File: src/rtl/alu8_pkg.sv
package alu8_pkg;

  typedef enum logic [3:0] {
    OP_ADD = 4'h0,
    OP_ADC = 4'h1,
    OP_SUB = 4'h2,
    OP_SBC = 4'h3,
    OP_CMP = 4'h4,
    OP_AND = 4'h5,
    OP_OR  = 4'h6,
    OP_XOR = 4'h7,
    OP_RL  = 4'h8,
    OP_RLC = 4'h9,
    OP_RR  = 4'hA,
    OP_RRC = 4'hB,
    OP_SLA = 4'hC,
    OP_SRA = 4'hD,
    OP_SRL = 4'hE,
    OP_LDF = 4'hF
  } alu_op_e;

  // status word, msb first: C Z S V D H F2 F1
  typedef struct packed {
    logic c;
    logic z;
    logic s;
    logic v;
    logic d;
    logic h;
    logic f2;
    logic f1;
  } stat_t;

  localparam int STAT_W = 8;

endpackage

File: src/rtl/alu8_addsub.sv
module alu8_addsub #(
  parameter int DATA_W = 8,
  parameter int HALF_W = 4
) (
  input  logic [DATA_W-1:0] a,
  input  logic [DATA_W-1:0] b,
  input  logic              cin,
  input  logic              do_sub,
  output logic [DATA_W-1:0] res,
  output logic              cout,
  output logic              hout,
  output logic              vout
);
  localparam int MSB = DATA_W - 1;

  logic [DATA_W:0] wide_sum;
  logic [HALF_W:0] nib_sum;
  logic [DATA_W:0] b_plus;
  logic [HALF_W:0] nb_plus;

  always_comb begin
    wide_sum = '0;
    nib_sum  = '0;
    b_plus   = {1'b0, b} + {{DATA_W{1'b0}}, cin};
    nb_plus  = {1'b0, b[HALF_W-1:0]} + {{HALF_W{1'b0}}, cin};
    if (!do_sub) begin
      wide_sum = {1'b0, a} + b_plus;
      nib_sum  = {1'b0, a[HALF_W-1:0]} + nb_plus;
      res      = wide_sum[DATA_W-1:0];
      cout     = wide_sum[DATA_W];
      hout     = nib_sum[HALF_W];
      vout     = (a[MSB] == b[MSB]) && (res[MSB] != a[MSB]);
    end else begin
      res      = a - b_plus[DATA_W-1:0];
      cout     = b_plus > {1'b0, a};
      hout     = nb_plus > {1'b0, a[HALF_W-1:0]};
      vout     = (a[MSB] != b[MSB]) && (res[MSB] == b[MSB]);
    end
  end
endmodule

File: src/rtl/alu8_bitops.sv
module alu8_bitops #(
  parameter int DATA_W = 8
) (
  input  logic [DATA_W-1:0] a,
  input  logic [DATA_W-1:0] b,
  input  logic              cin,
  input  logic [3:0]        sel,
  output logic [DATA_W-1:0] res,
  output logic              cout
);
  localparam int MSB = DATA_W - 1;

  always_comb begin
    res  = '0;
    cout = cin;
    case (sel)
      4'h5: res = a & b;
      4'h6: res = a | b;
      4'h7: res = a ^ b;
      4'h8: begin res = {a[MSB-1:0], a[MSB]}; cout = a[MSB]; end
      4'h9: begin res = {a[MSB-1:0], cin};    cout = a[MSB]; end
      4'hA: begin res = {a[0], a[MSB:1]};     cout = a[0];   end
      4'hB: begin res = {cin, a[MSB:1]};      cout = a[0];   end
      4'hC: begin res = {a[MSB-1:0], 1'b0};   cout = a[MSB]; end
      4'hD: begin res = {a[MSB], a[MSB:1]};   cout = a[0];   end
      4'hE: begin res = {1'b0, a[MSB:1]};     cout = a[0];   end
      default: begin res = '0; cout = cin; end
    endcase
  end
endmodule

File: src/rtl/alu8_ccdec.sv
module alu8_ccdec
  import alu8_pkg::*;
#(
  parameter int CC_W = 4
) (
  input  stat_t           st,
  input  logic [CC_W-1:0] code,
  output logic            taken
);
  logic base;
  logic lt;

  always_comb begin
    lt = st.s ^ st.v;
    case (code[2:0])
      3'd0: base = 1'b0;
      3'd1: base = lt;
      3'd2: base = st.z | lt;
      3'd3: base = st.c | st.z;
      3'd4: base = st.v;
      3'd5: base = st.s;
      3'd6: base = st.z;
      default: base = st.c;
    endcase
    taken = code[CC_W-1] ? ~base : base;
  end
endmodule

File: src/rtl/alu8_flagged.sv
module alu8_flagged
  import alu8_pkg::*;
#(
  parameter int DATA_W = 8,
  parameter int HALF_W = 4,
  parameter int OP_W   = 4,
  parameter int CC_W   = 4
) (
  input  logic              clk,
  input  logic              rst,
  input  logic              op_en,
  input  logic [OP_W-1:0]   op_code,
  input  logic [DATA_W-1:0] opnd_a,
  input  logic [DATA_W-1:0] opnd_b,
  input  logic [CC_W-1:0]   cc_sel,
  output logic [DATA_W-1:0] result,
  output logic [7:0]        flags,
  output logic              cc_taken
);
  localparam int MSB = DATA_W - 1;

  stat_t             st_q, st_d;
  logic [DATA_W-1:0] res_q, res_d;

  alu_op_e           op;
  logic              is_sub, use_cin;
  logic [DATA_W-1:0] as_res, bo_res;
  logic              as_c, as_h, as_v, bo_c;

  assign op      = alu_op_e'(op_code);
  assign is_sub  = (op == OP_SUB) || (op == OP_SBC) || (op == OP_CMP);
  assign use_cin = (op == OP_ADC) || (op == OP_SBC);

  alu8_addsub #(.DATA_W(DATA_W), .HALF_W(HALF_W)) u_addsub (
    .a      (opnd_a),
    .b      (opnd_b),
    .cin    (use_cin & st_q.c),
    .do_sub (is_sub),
    .res    (as_res),
    .cout   (as_c),
    .hout   (as_h),
    .vout   (as_v)
  );

  alu8_bitops #(.DATA_W(DATA_W)) u_bitops (
    .a    (opnd_a),
    .b    (opnd_b),
    .cin  (st_q.c),
    .sel  (op_code),
    .res  (bo_res),
    .cout (bo_c)
  );

  always_comb begin
    st_d  = st_q;
    res_d = res_q;
    case (op)
      OP_ADD, OP_ADC, OP_SUB, OP_SBC: begin
        res_d  = as_res;
        st_d.c = as_c;
        st_d.h = as_h;
        st_d.v = as_v;
        st_d.d = is_sub;
        st_d.z = (as_res == '0);
        st_d.s = as_res[MSB];
      end
      OP_CMP: begin
        st_d.c = as_c;
        st_d.h = as_h;
        st_d.v = as_v;
        st_d.d = 1'b1;
        st_d.z = (as_res == '0);
        st_d.s = as_res[MSB];
      end
      OP_AND, OP_OR, OP_XOR: begin
        res_d  = bo_res;
        st_d.v = 1'b0;
        st_d.z = (bo_res == '0);
        st_d.s = bo_res[MSB];
      end
      OP_LDF: begin
        st_d = stat_t'(opnd_a[7:0]);
      end
      default: begin
        res_d  = bo_res;
        st_d.c = bo_c;
        st_d.v = bo_res[MSB] ^ opnd_a[MSB];
        st_d.z = (bo_res == '0);
        st_d.s = bo_res[MSB];
      end
    endcase
  end

  always_ff @(posedge clk) begin
    if (rst) begin
      st_q  <= '0;
      res_q <= '0;
    end else if (op_en) begin
      st_q  <= st_d;
      res_q <= res_d;
    end
  end

  alu8_ccdec #(.CC_W(CC_W)) u_ccdec (
    .st    (st_q),
    .code  (cc_sel),
    .taken (cc_taken)
  );

  assign result = res_q;
  assign flags  = st_q;
endmodule

File: config.mk
export PLATFORM = sky130hd
export DESIGN_NAME = alu8_flagged
export DESIGN_NICKNAME = d
export VERILOG_FILES = /design/src/rtl/alu8_pkg.sv /design/src/rtl/alu8_addsub.sv /design/src/rtl/alu8_bitops.sv /design/src/rtl/alu8_ccdec.sv /design/src/rtl/alu8_flagged.sv
export SDC_FILE = /design/constraint.sdc
export NUM_CORES = 1
export LEC_CHECK = 0
export ABC_AREA = 1
export BUFFER_PORTS_ARGS = -buffer_cell sky130_fd_sc_hd__buf_2
export CORE_UTILIZATION = 45
export CTS_BUF_LIST = sky130_fd_sc_hd__clkbuf_4 sky130_fd_sc_hd__clkbuf_8
export DETAILED_ROUTE_END_ITERATION = 10
export PLACE_DENSITY = 0.68
export SLEW_MARGIN = 10
export SYNTH_ARGS = -nofsm -noshare
export SYNTH_HDL_FRONTEND = slang
export SYNTH_SLANG_ARGS = --single-unit
File: constraint.sdc
create_clock -name clk -period 4.15 [get_ports clk]
set_input_delay 0 -clock clk [delete_from_list [all_inputs] [get_ports clk]]
set_output_delay 0 -clock clk [all_outputs]
set_load 0.01 [all_outputs]
Yosys cells after proc, flatten, opt, wreduce, memory -nomap -nowiden. Cells that the tools add are included.

Multiplexer cells: 12. Equality and inequality tests: 25. Add/sub/neg operators: 5. Reduce and logical (&&, ||, !) cells: 21. Bitwise operators: 11. Order comparisons: 2.

Operators with widths (number): 8-bit case mux with 10 select lines (1); 4-bit equality test (second input constant) (8); 4-bit by 3-bit equality test with 1-bit output (second input constant) (4); 8-bit logical NOT (2); 8-bit case mux with 2 select lines (1); 8-bit by 1-bit adder with 9-bit output (1); 8-bit by 9-bit adder with 9-bit output (1); 3-bit equality test (second input constant) (3); 9-bit by 8-bit > comparator with 1-bit output (1); 3-bit case mux with 3 select lines (1); 8-bit AND (1); 4-bit by 2-bit equality test with 1-bit output (second input constant) (2); 8-bit 2-to-1 mux (1); 8-bit OR (1); 4-bit OR reduction (2); 8-bit subtractor (1); 8-bit XOR (1); 1-bit case mux with 7 select lines (1); 3-bit by 2-bit equality test with 1-bit output (second input constant) (2); 2-bit case mux with 3 select lines (1); 2-bit AND reduction (3); 3-bit OR reduction (2); 4-bit by 1-bit adder with 5-bit output (1); 4-bit by 5-bit adder with 5-bit output (1); 21 further kinds (33).

Output and inout bits: 17. Logic and storage cells: 85. Register bits: 16. Input bits: 27.

Longest topological paths before layout. Gate-level depths: netlist of the first run.

Depth in word-level cells: 9. Mapped depth: 26. Depth with buffers taken out: 26.

Modules after synthesis. Synthesis of the first run repeated with hierarchy kept, for this count alone.

Cell total of the unflattened synthesis: 535. Area, all modules: 3046.7 um2.

By module, submodules not included: alu8_addsub (area an instance 1208.7 um2, cells an instance 207, sequential area each 0.0 um2, times used 1); alu8_flagged (area an instance 970.9 um2, cells an instance 153, sequential area each 320.3 um2, times used 1); alu8_bitops (area an instance 758.2 um2, cells an instance 149, sequential area each 0.0 um2, times used 1); alu8_ccdec (area an instance 108.9 um2, cells an instance 26, sequential area each 0.0 um2, times used 1).

Worst setup path after synthesis of the first run. OpenSTA, ideal clock, no wires.

Path type: reg-to-reg. Start: reg st_q (netlist bit flags[7]). End: reg st_q (netlist bit flags[5]). Slack: 1.295 ns. Setup time: 0.116 ns. Data arrival time: 2.738 ns. Stages on the path, launching flop included: 24. Cells stage by stage: dfxtp_1 inv_1 nor3_1 ha_1 nand2_1 nor3_4 nand2_2 nor2_2 inv_1 nand2_1 inv_1 ha_1 nand2_1 inv_1 a21oi_1 nand2_1 nand2_1 nand3_1 nand2_1 inv_1 nand2_1 o211ai_1 o211ai_1 inv_1.

Longest elaborated chain between the ends: 5.

Ends and longest elaborated chain: from (decl) (line alu8_flagged.sv:22) `stat_t st_q, st_d;`; from (signal assigned) (line alu8_flagged.sv:99) `st_q <= st_d;`; 1-bit AND (line alu8_flagged.sv:37) `.cin (use_cin & st_q.c),`; 8-bit by 1-bit adder with 9-bit output (line alu8_addsub.sv:24) `b_plus = {1'b0, b} + {{DATA_W{1'b0}}, cin};`; 8-bit by 9-bit adder with 9-bit output / 8-bit subtractor (equally long branches) (line alu8_addsub.sv:27, alu8_addsub.sv:34); 8-bit 2-to-1 mux (line alu8_addsub.sv:26) `if (!do_sub) begin`; 3-bit case mux with 3 select lines (*) (line alu8_flagged.sv:57) `case (op)`.

Every way passes the cells marked *; elsewhere a longest branch is shown, timed or not. A chain may end at the register's enable or synchronous reset.

Worst setup path in the final report of the first run. Ends and elaborated chain as after synthesis.

==> run summary, run 1 <==
share of post-route cells with drive strength above 1 - 13.8%
die area - 6400 um2
final-report hold violation count - 0
hold crit path type - primary input to flop
commonest cells in the netlist - nand2_1 (101), inv_1 (70), ha_1 (41)
wire length per cell - 14.7 um
CP max FO - 8
CTS root buffer - clkbuf_8
Synth Flop Type - dfxtp_1
vias - 3012
clk slew on worst S/H paths - 60 ps
RSZ-0062 raised after global routing - no
residual DRC count - 0
Detail Placement HPWL - 6850 um
maximum vdd drop - 0.000179 V
Power, Total - 630 uW
Tmin final - 3490 ps
WP buf/inv - 6
f_max - 287 MHz
Die X - 80.0 um
asr flop ratio synth - 0%
family with the most delay on the worst path - simple AND/OR/NAND/NOR gates
max-slew violations - 0
status - complete, no violations
CTS tree - built
pin count of the biggest net entering global routing - 16
Post-Synthesis Cells - 446
Starting Density - 46.5%
Yosys reg bits - 16
area growth from synthesis to layout - 10.8%
Worst EP arrival - 3630 ps
Tot GR Track Use - 26.5%
critical path's slowest cell - dfxtp_1
total wire length - 8230 um
Via-to-Cell Ratio - 5.39
GR Overflow Total - 0
Post-synth EDFFs - 0
leak pwr - 1.66 nW
cell mode on critical path - nand2_1
fin area - 3040 um2
most frequent cell after synthesis - nand2_1
Slew @ Worst Pin - 501 ps
top cell type's share of synthesized area - 18.7%
yosys warns - 0
Initial DRC Count - 254
core area - 5890 um2
distinct cell type count after synthesis - 38
H-tree levels - 1
setup TNS - 0 ps
Clock power frac - 21.9%
Port Buffer Count - 43
Slew HR - 66.5%
combinational share of power - 50.6%
setup bufs post-CTS - 0
P_int - 359 uW
CTS max path bufs - 2
initial antenna violation count - 0
power density over the cells - 208 nW/um2
Seq/Total Area, Yosys - 11.7%
P_sw - 271 uW
Antenna Violating Nets Remaining - 0
Hold Buf Count CTS - 0
Fin Clk Skew - 0.814 ps
row cnt - 28
worst path cell trace - inv_1 -> nor3_1 -> ha_1 -> nand2_1 -> nor3_4 -> nand2_2 -> nor2_2 -> inv_1 -> nand2_1 -> inv_1 -> ha_1 -> nand2_1 -> inv_1 -> a21oi_1 -> nand2_1 -> nand2_1 -> nand3_1 -> nand2_1 -> inv_1 -> nand2_1 -> o211ai_1 -> o211ai_1 -> inv_1
Synth area leaders - ha_1 (19%), nand2_1 (14%), dfxtp_1 (12%)
crit path launch type - flop
I/O pins - 44
first-pass GRT wire length - 13200 um
Post-CTS Resized - 0
Pre-antenna DRT Iters - 5
DIE HEIGHT - 80.0 um
CTS buffer count - 3
Synth area leader - ha_1
crit end category - flop
placed inst area - 2980 um2
vias in the first global route - 2723
share of power burned in registers - 27.5%
diode count - 0
Net count, final - 555
CP required - 4300 ps
Skew-Pair Late Insertion Delay - 250 ps
post-synth net total - 516
Sink Count - 16
kind of critical path - flop to flop
Sw Ratio - 43.0%
crit share post-route - 84.1%
synthesized area - 2740 um2
crit-path max cell delay - 390 ps
max-cap violation count - 0
Post-Syn Area per Cell - 6.14 um2
Routability Congestion - 0.948
final setup fails - 0
==> layer usage <==
layer / track usage [%] / share of wire, %
met1: 36.2 / 47
met5: 0 / 0
met4: 6.07 / 1.5
met3: 1.03 / 6.1
met2: 45.5 / 46
==> worst register-to-register path, stage by stage, from the launching register on <==
cell and delay [ps]:
dfxtp_1 390, inv_1 100, nor3_1 330, ha_1 210, nand2_1 100, nor3_4 220
nand2_2 90, nor2_2 120, inv_1 70, nand2_1 90, inv_1 60, ha_1 370
nand2_1 160, inv_1 50, a21oi_1 270, nand2_1 120, nand2_1 90, nand3_1 70
nand2_1 100, inv_1 60, nand2_1 60, o211ai_1 90, o211ai_1 100, inv_1 50
==> sequential cells by signal, summed over array words and instances (netlist names) <==
register and count:
result 8, flags 8
==> power groups by stage <==
| stage | Clock [mW] | Sequential (mW) | Combinational (mW) |
|---|---|---|---|
| 2_1_floorplan | 0 | 0.181 | 0.211 |
| 3_3_place_gp | 0 | 0.175 | 0.311 |
| 3_5_place_dp | 0 | 0.176 | 0.312 |
| 4_1_cts | 0.138 | 0.173 | 0.314 |
| 5_1_grt | 0.143 | 0.174 | 0.359 |
| 6_report | 0.138 | 0.173 | 0.319 |
==> area by class of cell <==
cell class	instances	area, um2
fill	636	2850
multi-input combinational	347	2070
sequential	16	320
inverter	73	274
timing repair buffer	44	223
tap	75	93.8
clock buffer	4	55.1
==> worst paths after layout <==
kind | start | endpoint | slack, ps | cells past startpoint
worst min-delay path | rst | flags[4]$_SDFFE_PP0P_ | 0.6 | 4
worst min register to register | flags[3]$_SDFFE_PP0P_ | flags[3]$_SDFFE_PP0P_ | 540 | 2
worst max-delay path | flags[7]$_SDFFE_PP0P_ | flags[5]$_SDFFE_PP0P_ | 660 | 23
worst max register to register | flags[7]$_SDFFE_PP0P_ | flags[5]$_SDFFE_PP0P_ | 660 | 23
==> logic make-up after synthesis <==
logic type | count (synthesis) | synth area share (%)
AO/OA/AOI/OAI | 83 | 17.3
buffers and inverters | 83 | 12.7
flip-flops | 16 | 11.7
adder cells (fa/ha/maj) | 43 | 20.2
AND/OR/NAND/NOR | 208 | 33.9
XOR/XNOR | 13 | 4.16
==> placed cells by master (no fill, tap or decap) <==
| cell | count |
|---|---|
| nor2_4 | 2 |
| nand3b_1 | 4 |
| nand2_1 | 101 |
| or2_1 | 2 |
| o21ai_0 | 31 |
| nor3_4 | 1 |
| a31oi_1 | 3 |
| clkbuf_8 | 4 |
| fa_1 | 2 |
| buf_4 | 1 |
| o21ai_2 | 3 |
| nand2_4 | 1 |
| xor2_1 | 10 |
| nand4_1 | 4 |
| a21oi_2 | 1 |
| nor2_2 | 2 |
| o211ai_1 | 8 |
| xnor2_1 | 3 |
| o21ai_1 | 1 |
| a21oi_1 | 31 |
| nor3_1 | 10 |
| and2_1 | 1 |
| o221ai_1 | 1 |
| o21bai_1 | 1 |
| o221a_2 | 1 |
| o311ai_0 | 1 |
| ha_1 | 41 |
| inv_2 | 3 |
| nand3_1 | 35 |
| nor4_1 | 1 |
| nand2_2 | 4 |
| nor3_2 | 1 |
| buf_2 | 43 |
| a221oi_1 | 1 |
| inv_1 | 70 |
| nor2_1 | 39 |
| dfxtp_1 | 16 |
==> through the flow <==
stage	hold slack, ps	cells	util, %	setup slack, ps
6_report	0.639	559	51.6	661
5_1_grt	39.1	559	51.6	223
4_1_cts	4.12	559	51.6	644
3_5_place_dp	267	555	50.6	705
3_3_place_gp	261	555	50.6	871
2_1_floorplan	87.7	446	-	1300
(Power assumes the default switching activity.)
==> run 2: changes to the inputs <==
Settings changed: ABC_AREA 1 to 0, PLACE_DENSITY 0.68 to 0.7.
Clock period 4.15 ns to 2.9 ns, I/O delays scaled along.
==> run 2 against run 1 <==
The flow now finishes with violations (setup timing). Clock skew up 12 ps. Hold slack better by 110 ps. Register-to-register slack worse by 820 ps. Global-route usage up 3.8 points. Non-clock buffer count up 49. Flip-flop and latch count unchanged. Largest power group unchanged.
==> run summary, run 2 <==
status - finished, violations left
failing checks - setup timing
Non-Filler Instances - 531
WP buf/inv - 2
Slew @ Worst Pin - 520 ps
Util after Layout - 63.3%
most frequent cells in the layout - buf_4 (48), buf_2 (43), inv_1 (35)
xor and xnor area share after synthesis - 6.48%
Worst EP arrival - 3250 ps
Sink Count - 16
diode count - 0
final-report hold violation count - 0
initial antenna violation count - 0
CTS max path bufs - 2
pin count of the biggest net entering global routing - 26
Synth area leaders - ha_1 (19%), dfxtp_1 (12%), a21oi_1 (6.1%)
family with the most delay on the worst path - simple AND/OR/NAND/NOR gates
Port Buffer Count - 43
crit path launch - flags[7]$_SDFFE_PP0P_
most frequent cell after synthesis - ha_1
Tot GR Track Use - 30.3%
Place WS - -200 ps
DIE HEIGHT - 79.5 um
Hold Crit Start - opnd_a[2]
Post-synth EDFFs - 0
leak pwr - 1.63 nW
Detail Placement HPWL - 7250 um
Slew HR - 65.3%
Starting Density - 47.9%
Reg2Reg Launch Point - flags[7]$_SDFFE_PP0P_
Routability Congestion - 0.984
Seq/Total Area, Yosys - 11.8%
CP max FO - 3
share of post-route cells with drive strength above 1 - 29.8%
post-synthesis mux area share - 2.27%
max-cap violation count - 0
Synth Flop Type - dfxtp_1
Net count, final - 530
CP required - 3090 ps
critical path's slowest cell - or4_4
max-slew violations - 0
first-pass GRT wire length - 14800 um
residual DRC count - 0
Post-Syn Area per Cell - 7.10 um2
Post-Synthesis Cells - 381
yosys warns - 0
Yosys reg bits - 16
die area - 6330 um2
vias - 3241
Fin Clk Skew - 12.8 ps
asr flop ratio synth - 0%
Tmin final - 3060 ps
commonest cells in the netlist - ha_1 (41), nor2_1 (37), inv_1 (35)
area growth from synthesis to layout - 32.0%
crit end category - flop
commonest non-fill, non-tap cell in the layout - buf_4
setup TNS - -502 ps
fin area - 3570 um2
Die X - 79.5 um
RSZ-0062 raised after global routing - yes
crit-path max cell delay - 550 ps
CTS root buffer - clkbuf_8
power density over the cells - 301 nW/um2
wire length per cell - 17.9 um
GR Overflow Total - 0
final setup fails - 5
Simple-Gate Fraction of Synth Area - 22.9%
synthesized area - 2710 um2
total wire length - 9500 um
I/O pins - 44
core area - 5640 um2
largest family of logic cells by synthesized area - compound AO/OA/AOI/OAI gates
post-synth net total - 451
PnR worst setup slack - -163 ps
H-tree levels - 1
top cell type's share of synthesized area - 19.0%
hold crit path type - primary input to flop
Synth area leader - ha_1
placed inst area - 3300 um2
CTS buffer count - 3
post-placement cell count - 521
row cnt - 27
worst path cell trace - and3_4 -> buf_6 -> ha_4 -> nand4_1 -> or2_4 -> xnor2_2 -> inv_1 -> ha_2 -> or4_4 -> o22ai_4 -> nor2_2 -> o21a_1 -> or3_1 -> o31ai_2
f_max - 326 MHz
Pre-antenna DRT Iters - 7
kind of critical path - flop to flop
crit share post-route - 106%
vias in the first global route - 3016
post-synthesis adder-cell area fraction - 20.4%
Skew-Pair Late Insertion Delay - 270 ps
Power, Total - 1.07 mW
final hold slack - 106 ps
CTS tree - built
Antenna Violating Nets Remaining - 0
post-synthesis compound-gate area fraction - 28.1%
clk slew on worst S/H paths - 80 ps
maximum vdd drop - 0.000168 V
Via-to-Cell Ratio - 6.10
crit path launch type - flop
distinct cell type count after synthesis - 57
Initial DRC Count - 354
==> run 2: layer usage <==
metal / GRT usage, % / vias to the layer above / wire length (um)
li1: - / 1526 / -
met1: 38.7 / 1509 / 3900
met2: 50.1 / 167 / 4380
met3: 2.97 / 39 / 747
met4: 15.6 / 0 / 468
met5: 0 / - / 0
==> run 2: worst paths after layout <==
kind	endpoint	slack, ps	cells after the start
worst max-delay path	flags[6]$_SDFFE_PP0P_	-160	14
worst min-delay path	flags[2]$_SDFFE_PP0P_	110	3
worst min register to register	flags[1]$_SDFFE_PP0P_	460	2
worst max register to register	flags[6]$_SDFFE_PP0P_	-160	14
==> run 2: logic make-up after synthesis <==
kind of cell | after synthesis
xor+xnor | 20
buf+inv | 54
mux | 6
flops | 16
compound gates | 117
fa+ha+maj | 43
simple gates | 125
==> run 2: final cells by class <==
class | instances | area, um2
Inverter | 35 | 131
Multi-Input combinational cell | 311 | 2370
Clock buffer | 4 | 55.1
Tap cell | 72 | 90.1
Fill cell | 507 | 2070
Sequential cell | 16 | 322
Timing Repair Buffer | 93 | 598
==> run 2: repair_timing <==
| item | CTS | global route |
|---|---|---|
| cloned | 0 | 0 |
| pin swaps | 6 | 3 |
| resized for setup | 20 | 12 |
| setup buffers | 5 | 1 |
| hold buffers | 0 | 0 |
| setup endpoints to repair | 7 | 8 |
==> run 2: power by group <==
group	switching, mW	internal (mW)
logic	0.344	0.268
registers	0.0103	0.236
clock network	0.0947	0.121
total	0.449	0.625
==> run 2: worst min-delay path, cell delays in order <==
cell	delay, ps
buf_2	160
nand2_1	80
a311oi_1	80
